`src/rtl/com_scan_drv.sv`:
```
module com_scan_drv #(
  parameter int STAGES = 240
) (
  input  logic                clk,
  input  logic                rst_n,
  input  logic                lp,
  input  logic                dir,
  input  logic                seg_mode,
  input  logic                fr,
  input  logic                disp_off_n,
  input  logic                end_a_in,
  output logic                end_a_out,
  output logic                end_a_oe,
  input  logic                end_b_in,
  output logic                end_b_out,
  output logic                end_b_oe,
  output logic [2*STAGES-1:0] drive_lvl
);

  logic              lp_q;
  logic              lp_fall;
  logic              shift_en;
  logic [STAGES-1:0] sr;

  always_ff @(posedge clk or negedge rst_n)
    if (!rst_n) lp_q <= 1'b0;
    else        lp_q <= lp;

  assign lp_fall  = lp_q & ~lp;
  assign shift_en = lp_fall & ~seg_mode;

  always_ff @(posedge clk or negedge rst_n)
    if (!rst_n)        sr <= '0;
    else if (shift_en) sr <= dir ? {end_b_in, sr[STAGES-1:1]} : {sr[STAGES-2:0], end_a_in};

  assign end_a_oe  = ~seg_mode & dir;
  assign end_b_oe  = ~seg_mode & ~dir;
  assign end_a_out = sr[0];
  assign end_b_out = sr[STAGES-1];

  for (genvar g = 0; g < STAGES; g++) begin : g_lvl
    assign drive_lvl[2*g +: 2] = disp_off_n ? {~fr, sr[g] ^ fr} : 2'b11;
  end


  fwd_shift_chk: assert property (@(posedge clk) disable iff (!rst_n)
    (lp_fall && !seg_mode && !dir) |=> (sr[0] == $past(end_a_in)) && (end_b_out == $past(sr[STAGES-2])));


  rev_shift_chk: assert property (@(posedge clk) disable iff (!rst_n)
    (lp_fall && !seg_mode && dir) |=> (sr[STAGES-1] == $past(end_b_in)) && (end_a_out == $past(sr[1])));


  hold_chk: assert property (@(posedge clk) disable iff (!rst_n)
    !(lp_q && !lp) |=> $stable(sr));


  seg_hold_chk: assert property (@(posedge clk) disable iff (!rst_n)
    seg_mode |=> $stable(sr));


  dispoff_chk: assert property (@(posedge clk) disable iff (!rst_n)
    !disp_off_n |-> (&drive_lvl));


  oe_excl_chk: assert property (@(posedge clk) disable iff (!rst_n)
    !(end_a_oe && end_b_oe) && (seg_mode || (end_a_oe != end_b_oe)));

endmodule

```
`config.mk`:
```
export PLATFORM = sky130hd
export DESIGN_NAME = com_scan_drv
export DESIGN_NICKNAME = d
export VERILOG_FILES = /design/src/rtl/com_scan_drv.sv
export SDC_FILE = /design/constraint.sdc
export NUM_CORES = 1
export LEC_CHECK = 0
export BUFFER_PORTS_ARGS = -buffer_cell sky130_fd_sc_hd__buf_2
export CAP_MARGIN = 10
export CORE_MARGIN = 10
export CORE_UTILIZATION = 40
export CTS_CLUSTER_SIZE = 28
export DETAILED_ROUTE_END_ITERATION = 7
export PLACE_DENSITY_LB_ADDON = 0.15
export SYNTH_ARGS = -nofsm -noshare
export SYNTH_HDL_FRONTEND = slang
export SYNTH_SLANG_ARGS = --single-unit
```
`constraint.sdc`:
```
create_clock -name clk -period 9.34 [get_ports clk]
set_clock_uncertainty 0.05 [all_clocks]
set_input_delay 1.868 -clock clk [delete_from_list [all_inputs] [get_ports clk]]
set_output_delay 1.868 -clock clk [all_outputs]
set_load 0.02 [all_outputs]
```
**Word-level counts from Yosys, hierarchy flattened**

Cells that the tools add are included.
Widths: inputs -> output; s select.

- Word-level logic and storage cells: 491
- Input port bits: 9
- Memories: 0
- RAM bits: 0
- Bits in registers: 241
- Bits in latches: 0
- ROM bits: 0

- Div/mod/pow operators: 0
- Shifts and indexed selects: 0
- $mul: 0
- Equality and inequality tests: 0
- Bitwise gates (word level): 248
- Magnitude comparators: 0
- Muxes and demuxes: 241
- Add/subtract/negate cells: 0
- Reductions and logical operators: 0

Operator list:

| operator | count |
|---|---|
| $mux 2 | 240 |
| $mux 240 | 1 |
| $xor 1x1->1 | 240 |
| $and 1x1->1 | 4 |
| $not 1->1 | 4 |

**Longest topological paths before layout**

Gate-level depths: netlist (run 1).

- Depth in word-level cells: 3
- Gate-level depth with buffers: 5
- Depth with buffers taken out: 2

**Worst setup path before layout (run 1)**

No wires, ideal clock.

- Path kind: input to output
- From: in disp_off_n
- To: out drive_lvl[101]
- Stages: 5
- Arrival: 6833 ps
- Setup slack: 589 ps
- Cell sequence: clkbuf_1 -> clkbuf_1 -> clkbuf_1 -> nand2_1 -> buf_4

- Longest elaborated chain between the ends: 1

RTL lines:

| item | RTL line | text |
|---|---|---|
| start, declared | 10 | `input logic disp_off_n,` |
| $mux 2 | 42 | `assign drive_lvl[2*g +: 2] = disp_off_n ? {~fr, sr[g] ^ fr} : 2'b11;` |
| end, declared | 17 | `output logic [2*STAGES-1:0] drive_lvl` |

Every way passes these cells.

**Final worst setup path (run 1)**

- From: in fr
- To: out drive_lvl[466]

- Longest elaborated chain between the ends: 2

RTL lines:

| item | RTL line | text |
|---|---|---|
| start, declared | 9 | `input logic fr,` |
| $xor 1x1->1 | 42 |  |
| $mux 2 | 42 |  |

Every way passes these cells.

==> impl_metrics.tcl, run 1 <==
set metrics [dict create \
    p_leak_nw 8.91 \
    critPathRequiredTime_ps 7420 \
    finalSetupViolCount 0 \
    dp_hpwl_um 27300 \
    met3_usage_pct 3.54 \
    fin_crit_sh_pct 60.4 \
    clk_latency_ps 550 \
    worstPathMaxFanout 129 \
    grt_max_degree 208 \
    timing.final.max_slew_violations 0 \
    finalSetupTns_ps 0 \
    cp_cell_sequence "buf_8, buf_12, xnor2_1, nand2_1, buf_2" \
    ant_nets 0 \
    fillers 4036 \
    top_usage_layer "met2" \
    vias 10900 \
    die_height_um 226 \
    yosysSeqAreaShare_pct 35.6 \
    cts_setup_buffers 0 \
    relSlewSlack_pct 25.1 \
    via_per_inst 4.74 \
    setup.worst_path.start_class "primary input" \
    ys_ff_latch 241 \
    cts_tree "done" \
    syn_area_sq_um 16900 \
    cts-root-buf "clkbuf_16" \
    hold_violations 0 \
    gr-usage-met1_pct 17.9 \
    tightestPinTransition_ps 1120 \
    overflow 0 \
    critPathTopFamily "buffers and inverters" \
    drt_wl_total_um 40600 \
    maxCapViolations 0 \
    area_growth_pct 10.3 \
    drt_iter0_drc 472 \
    crit_buf_inv 3 \
    cts_buffers 29 \
    routabilityCongestion 0.752 \
    yosysWarnings 0 \
    die-area_sq_um 51000 \
    worstPathArrival_ps 3720 \
    cts.sinks 241 \
    firstDrtPassIters 4 \
    power_density_nw_per_um2 144 \
    synthCells 1551 \
    grt_pass1_wl_um 64800 \
    cp_slowest_cell "buf_12" \
    antenna_cells 0 \
    clkTransAtPathRegs_ps 60 \
    htreeDepth 1 \
    start_util_pct 40.4 \
    drc 0 \
    clk_path_buf_depth 3 \
    grtUsageMet2_pct 27.4 \
    final_core_util_pct 44.5 \
    crit_type "in -> out" \
    max_freq_mhz 177 \
    fin_nets 1748 \
    coreArea_sq_um 41900 \
    die_x_um 226 \
    peakVddDrop_mv 0.119 \
    cpPeakStageDelay_ps 590 \
    antenna_found_initial 0 \
    min_path_type "reg -> reg" \
    grt_pass1_vias 11200 \
    io_pins 493 \
    cts_hold_buffers 0 \
    fp-row-count 75 \
    fin_crit_ps 5640 \
    wl_per_cell_um 17.7 \
    rsz0062_at_grt "false" \
    cts_resized 0 \
    total_power_mw 2.69 \
    avgSynthCellArea_sq_um 10.9 \
    portBuffers 492 \
    status "finished clean" \
    cp-end-kind "output pin" \
    yosysUniqueCellTypes 12 \
    drive_above_1_share_pct 58.4 \
    syn_nets 1560 \
    grt_use_total_pct 15.2 \
]
power breakdown:
group	switching, mW	total [mW]	internal, mW
combinational	0.353	0.530	0.178
clock	0.442	1.08	0.642
sequential	0.0147	1.07	1.06
routing by layer:
layer,vias to the layer above,wire (um)
met5,-,0
met4,0,741
met3,45,2850
met2,266,20400
met1,5325,16700
li1,5258,-
cells by family (layout without fill, tap and decap cells):
| logic type | after synthesis | after routing | synth area share (%) |
|---|---|---|---|
| mux | 480 | 480 | 31.9 |
| xor+xnor | 240 | 240 | 12.4 |
| simple gates | 244 | 244 | 5.47 |
| flops | 241 | 241 | 35.6 |
| buf+inv | 346 | 554 | 14.6 |
per-stage QoR:
step | area (sq um) | setup WS (ps) | std cells | hold WS, ps
after global placement | 17800 | 3680 | 2247 | 513
after floorplan | 16900 | 589 | 1551 | 487
after detailed placement | 17800 | 3570 | 2247 | 514
final | 18700 | 3700 | 2298 | 526
after CTS | 18700 | 3570 | 2298 | 527
after global routing | 18700 | 3590 | 2298 | 546
cells in the final DEF (no fill, tap or decap), drive strengths merged:
cell,instances
buf,503
bufinv,1
clkbuf,44
clkinv,5
clkinvlp,1
dfrtp,241
mux2,480
nand2,241
nor2,1
nor2b,1
nor3b,1
xnor2,240
registers in the layout, summed over array words and instances, names as in the netlist:
| name | cells |
|---|---|
| lp_q | 1 |
| sr | 240 |
worst paths after layout:
kind | from | to | slack [ps] | cells after the start
min in group asynchronous | rst_n | sr[104] | 1220 | 1
max | fr | drive_lvl[466] | 3700 | 5
max reg2reg | lp_q | sr[101] | 6600 | 4
max in group asynchronous | rst_n | sr[109] | 6540 | 2
min reg2reg | sr[46] | sr[46] | 530 | 1
min | sr[46] | sr[46] | 530 | 1
layout make-up:
type	count	area [sq um]	area share (%)
clock buffers	44	842	4.51
clock inverters	7	62.6	0.335
well taps	539	674	3.61
flip-flops and latches	241	6030	32.3
multi-input cells	964	8450	45.2
repair buffers	503	2620	14.0
cells in the mapped netlist, drive strengths merged:
cell | number | area share, %
xnor2 | 240 | 12
nand2 | 241 | 5.3
mux2 | 480 | 32
dfrtp | 241 | 36
nor2 | 1 | 0.022
nor2b | 1 | 0.037
clkbuf | 27 | 0.60
nor3b | 1 | 0.074
buf | 319 | 14
worst reg2reg max path: stages (launching register included):
cell and delay (ps):
dfrtp_1 330, nor3b_4 190, buf_4 650, buf_4 930, mux2_2 470
Power figures use the tool's default switching activity.
==> inputs of run 2 (changes only) <==
- ABC_AREA: default -> 1
- clock period: 9.34 -> 5.65 ns (I/O delays scaled with it)
==> impl_metrics.tcl, run 2 <==
set metrics [dict create \
    status "finished clean" \
    coreArea_sq_um 44300 \
    die_height_um 232 \
    ys_ff_latch 241 \
    cts-root-buf "clkbuf_16" \
    grt_use_total_pct 17.4 \
    r2r_start "lp_q" \
    min_path_type "reg -> reg" \
    yosysMostFrequentCell "nand2_1" \
    hp-start "sr[116]" \
    yosysUniqueCellTypes 16 \
    regMostFlops "sr" \
    ant_nets 0 \
    wl_per_cell_um 14.1 \
    cts_buffers 29 \
    htreeDepth 1 \
    drt_wl_total_um 50400 \
    synth_area_leader_cell "nand2_1" \
    fin_crit_ps 4390 \
    die-area_sq_um 53800 \
    design_area_sq_um 19500 \
    async_flop_share_pct 100 \
    fillers 4678 \
    cp_slowest_cell "nand2_4" \
    critPathLaunch "disp_off_n" \
    antenna_cells 0 \
    hold_violations 0 \
    clk_path_buf_depth 3 \
    yosysWarnings 0 \
    grt_pass1_vias 14900 \
    clkTransAtPathRegs_ps 60 \
    crit_buf_inv 3 \
    start_util_pct 40.5 \
    drive_above_1_share_pct 20.1 \
    rsz0062_at_grt "false" \
    avgSynthCellArea_sq_um 6.35 \
    worstPathMaxFanout 158 \
    yosysSeqAreaShare_pct 33.6 \
    yosysTopAreaCellShare_pct 35.1 \
    dr_wl_met2_um 24100 \
    cp_cell_sequence "buf_6, nand2_4, buf_4, buf_2" \
    drc 0 \
    drt-met1-wl_um 22500 \
    final_cells 3564 \
    grt_pass1_wl_um 79800 \
    cts_hold_buffers 0 \
    finalSetupViolCount 0 \
    finalSetupTns_ps 0 \
    grt_max_degree 241 \
    dp_hpwl_um 32400 \
    placed_area_sq_um 18500 \
    cts_setup_buffers 0 \
    worstPathArrival_ps 3210 \
    relSlewSlack_pct 20.8 \
    synthCells 2831 \
    cp.depth 4 \
    critPathTopFamily "buffers and inverters" \
    fp-row-count 77 \
    via_per_inst 4.68 \
    portBuffers 492 \
    clk_latency_ps 560 \
    cts.sinks 241 \
    syn_area_sq_um 18000 \
    peakVddDrop_mv 0.187 \
    antenna_found_initial 0 \
    crit_type "in -> out" \
    synth_edf_count 0 \
    max_freq_mhz 228 \
    overflow 0 \
    final_cell_mix "nand2_1 (1681), buf_2 (489), dfrtp_1 (241)" \
    drt_iter0_drc 1248 \
    maxCapViolations 0 \
    cts_tree "done" \
    cts_resized 0 \
    cp-end-kind "output pin" \
    synthFlopType "dfrtp_1" \
    tightestPinTransition_ps 1190 \
    routabilityCongestion 0.775 \
    hold_path_depth 2 \
    vias 16700 \
    die_x_um 232 \
    r2r_cells 4 \
    cpPeakStageDelay_ps 670 \
    area_growth_pct 8.77 \
    firstDrtPassIters 5 \
    power_density_nw_per_um2 233 \
    fin_nets 2959 \
    largest_reg_flops 240 \
    fin_crit_sh_pct 77.7 \
    dp.cells 3511 \
    reg.largest.list "sr (240), lp_q (1)" \
    critPathRequiredTime_ps 4470 \
    synth_area_leaders "nand2_1 (35%), dfrtp_1 (34%), buf_4 (11%)" \
    highest_layer "met4" \
    setup.worst_path.start_class "primary input" \
    timing.final.max_slew_violations 0 \
    met3WireLength_um 3140 \
    io_pins 493 \
    synthTopCellsByCount "nand2_1 (1682), buf_4 (272), dfrtp_1 (241)" \
    p_leak_nw 10.5 \
    syn_nets 2840 \
    layout_commonest_cell "nand2_1" \
]
-- run 2: cell types whose count changed after synthesis, sizes merged --
| cell | before | now |
|---|---|---|
| nand3b | 0 | 1 |
| nand2 | 241 | 1682 |
| mux2 | 480 | 0 |
| nor3b | 1 | 0 |
| xnor2 | 240 | 2 |
| clkbuf | 27 | 32 |
| nor2 | 1 | 3 |
| nand3 | 0 | 238 |
| or2 | 0 | 238 |
| inv | 0 | 3 |
| buf | 319 | 391 |
| nor2b | 1 | 0 |
-- run 2: cells by family after synthesis --
group                  after synthesis  synth area share, %
flip-flops                         241                 33.6
XOR/XNOR                             2               0.0975
buffers and inverters              426                 16.1
AND/OR/NAND/NOR                   2162                 50.2
-- run 2: tightest hold or removal path: cells and delay by family (launching register included) --
family	cells	cell delay, ps
AND/OR/NAND/NOR	2	130
flip-flops	1	390
-- run 2: area by class of cell --
class | instances | area (sq um) | share of cell area [%]
tap | 592 | 741 | 3.79
inverter | 3 | 26.3 | 0.134
clock buffer | 42 | 845 | 4.32
clock inverter | 11 | 165 | 0.845
timing repair buffer | 511 | 2690 | 13.8
multi-input combinational | 2164 | 9040 | 46.3
sequential | 241 | 6030 | 30.9
-- run 2: layer usage --
metal,vias to the layer above,GRT usage [%]
met4,0,3.23
li1,8598,-
met2,398,29.5
met3,40,3.49
met1,7629,22.6
met5,-,0
-- run 2: final timing paths --
path / endpoint / slack [ps]
max: drive_lvl[471] / 1260
min: sr[116] / 500
max reg2reg: sr[149] / 3810
min reg2reg: sr[116] / 500
max in group asynchronous: sr[136] / 3870
min in group asynchronous: sr[229] / 510
-- run 2: power breakdown --
group / leakage [nW] / internal [mW] / switching (mW)
Clock: 0.496 / 1.22 / 0.766
Combinational: 6.67 / 0.218 / 0.600
Sequential: 3.36 / 1.74 / 0.0138
Total: 10.5 / 3.17 / 1.38
-- run 2: through the flow --
stage | worst slack (ps) | hold WS [ps] | util, % | power [mW]
2_1_floorplan | 272 | 455 | - | 2.48
3_3_place_gp | 1350 | 480 | 41.8 | 2.61
3_5_place_dp | 1240 | 482 | 41.8 | 2.62
4_1_cts | 1240 | 500 | 44.1 | 4.62
5_1_grt | 1010 | 515 | 44.1 | 4.75
6_report | 1260 | 497 | 44.1 | 4.55
==> inputs of run 3 (changes only) <==
- clock period: 5.65 -> 4.4 ns (I/O delays scaled with it)
==> impl_metrics.tcl, run 3 (same netlist as run 2, synthesis figures left out) <==
set metrics [dict create \
    status "finished clean" \
    fp-row-count 77 \
    cp-end-kind "output pin" \
    highest_layer "met4" \
    final_core_util_pct 44.3 \
    die_height_um 232 \
    die-area_sq_um 53800 \
    grt_pass1_vias 15200 \
    max_freq_mhz 296 \
    routabilityCongestion 0.778 \
    wl_per_cell_um 14.6 \
    clk_path_buf_depth 3 \
    fin_nets 2966 \
    ant_nets 0 \
    layout_commonest_cell "nand2_1" \
    total_power_mw 5.74 \
    vias 16800 \
    design_area_sq_um 19600 \
    clkTransAtPathRegs_ps 60 \
    cts_buffers 28 \
    tightestPinTransition_ps 1100 \
    met3WireLength_um 3050 \
    cts_tree "done" \
    placed_area_sq_um 18700 \
    htreeDepth 1 \
    drc 0 \
    worstPathMaxFanout 147 \
    antenna_found_initial 0 \
    via_per_inst 4.71 \
    peakVddDrop_mv 0.306 \
    critPathRequiredTime_ps 3470 \
    regMostFlops "sr" \
    timing.hold.ws_ps 309 \
    worstPathArrival_ps 2440 \
    cts-root-buf "clkbuf_16" \
    cp_cell_sequence "buf_2, inv_8, buf_12, or2_0, nand3_1, buf_2" \
    finalSetupViolCount 0 \
    die_x_um 232 \
    coreArea_sq_um 44300 \
    antenna_cells 0 \
    io_pins 493 \
    crit_buf_inv 4 \
    rsz0062_at_grt "false" \
    critPathMostFrequentCell "buf_2" \
    cpPeakStageDelay_ps 500 \
    firstDrtPassIters 5 \
    finalSetupTns_ps 0 \
    cts_setup_buffers 0 \
    grt_pass1_wl_um 82700 \
    drive_above_1_share_pct 20.2 \
    critPathTopFamily "buffers and inverters" \
    drt_wl_total_um 52000 \
    power_density_nw_per_um2 292 \
    drt_iter0_drc 1279 \
    p_leak_nw 10.6 \
    hold_violations 0 \
    cts.sinks 241 \
    grt_max_degree 241 \
    relSlewSlack_pct 26.4 \
    timing.final.max_slew_violations 0 \
    cp_slowest_cell "inv_8" \
    reg.largest.list "sr (240), lp_q (1)" \
    drt-met1-wl_um 23600 \
    fin_crit_ps 3370 \
    largest_reg_flops 240 \
    crit_type "in -> out" \
    overflow 0 \
    area_growth_pct 9.20 \
    dp_hpwl_um 34200 \
    clk_latency_ps 550 \
    min_path_type "in -> async" \
    start_util_pct 40.5 \
    final_cell_mix "nand2_1 (1681), buf_2 (489), dfrtp_1 (241)" \
    maxCapViolations 0 \
    cts_resized 0 \
    fin_crit_sh_pct 76.7 \
    dr_wl_met2_um 24600 \
    portBuffers 492 \
    setup.worst_path.start_class "primary input" \
    grt_use_total_pct 18.1 \
    cts_hold_buffers 0 \
]
[run 3: cell types whose count changed in the layout (fill, tap and decap cells not counted)]
cell and delta:
buf_12 +7, buf_4 +1, bufinv_16 -1, clkbuf_1 +1, clkbuf_8 -2, clkinv_4 -1
inv_6 -1
[run 3: worst register-to-register path, delay by kind of cell, from the launching register on]
kind	cells	cell delay, ps
AND/OR/NAND/NOR	4	880
buffers and inverters	1	510
flip-flops	1	340
[run 3: through the flow]
stage	cells	setup slack [ps]
floorplan	2831	536
global placement	3519	1070
detailed placement	3519	1060
CTS	3568	1060
global route	3568	902
finish	3568	1030
[run 3: power by group]
part           switching (mW)  total [mW]  internal, mW  leakage, nW
sequential             0.0173        2.25          2.23         3.36
combinational           0.777        1.07         0.292         6.74
clock                   0.964        2.42          1.46        0.460
total                    1.76        5.74          3.98         10.6
[run 3: area by class of cell]
type                    instances  area, sq um
multi-input cells            2164         9040
flip-flops and latches        241         6030
fillers                      4675        24700
clock buffers                  41          821
inverters                       3         26.3
well taps                     592          741
clock inverters                 8          118
repair buffers                519         2840
[run 3: worst paths after layout]
| kind | endpoint | depth (start not counted) | slack [ps] | startpoint |
|---|---|---|---|---|
| hold reg to reg | sr[133] | 2 | 500 | sr[133] |
| min in group clk | lp_q | 1 | 440 | lp |
| hold / removal | sr[227] | 1 | 310 | rst_n |
| setup reg to reg | sr[224] | 5 | 2550 | lp_q |
| setup / recovery | drive_lvl[220] | 6 | 1030 | fr |
| max in group asynchronous | sr[102] | 2 | 2950 | rst_n |
[run 3: per-layer routing]
layer	vias to the layer above	track usage, %
met1	7740	24.1
met3	52	3.32
li1	8608	-
met5	-	0
met4	0	3.27
met2	390	30.2
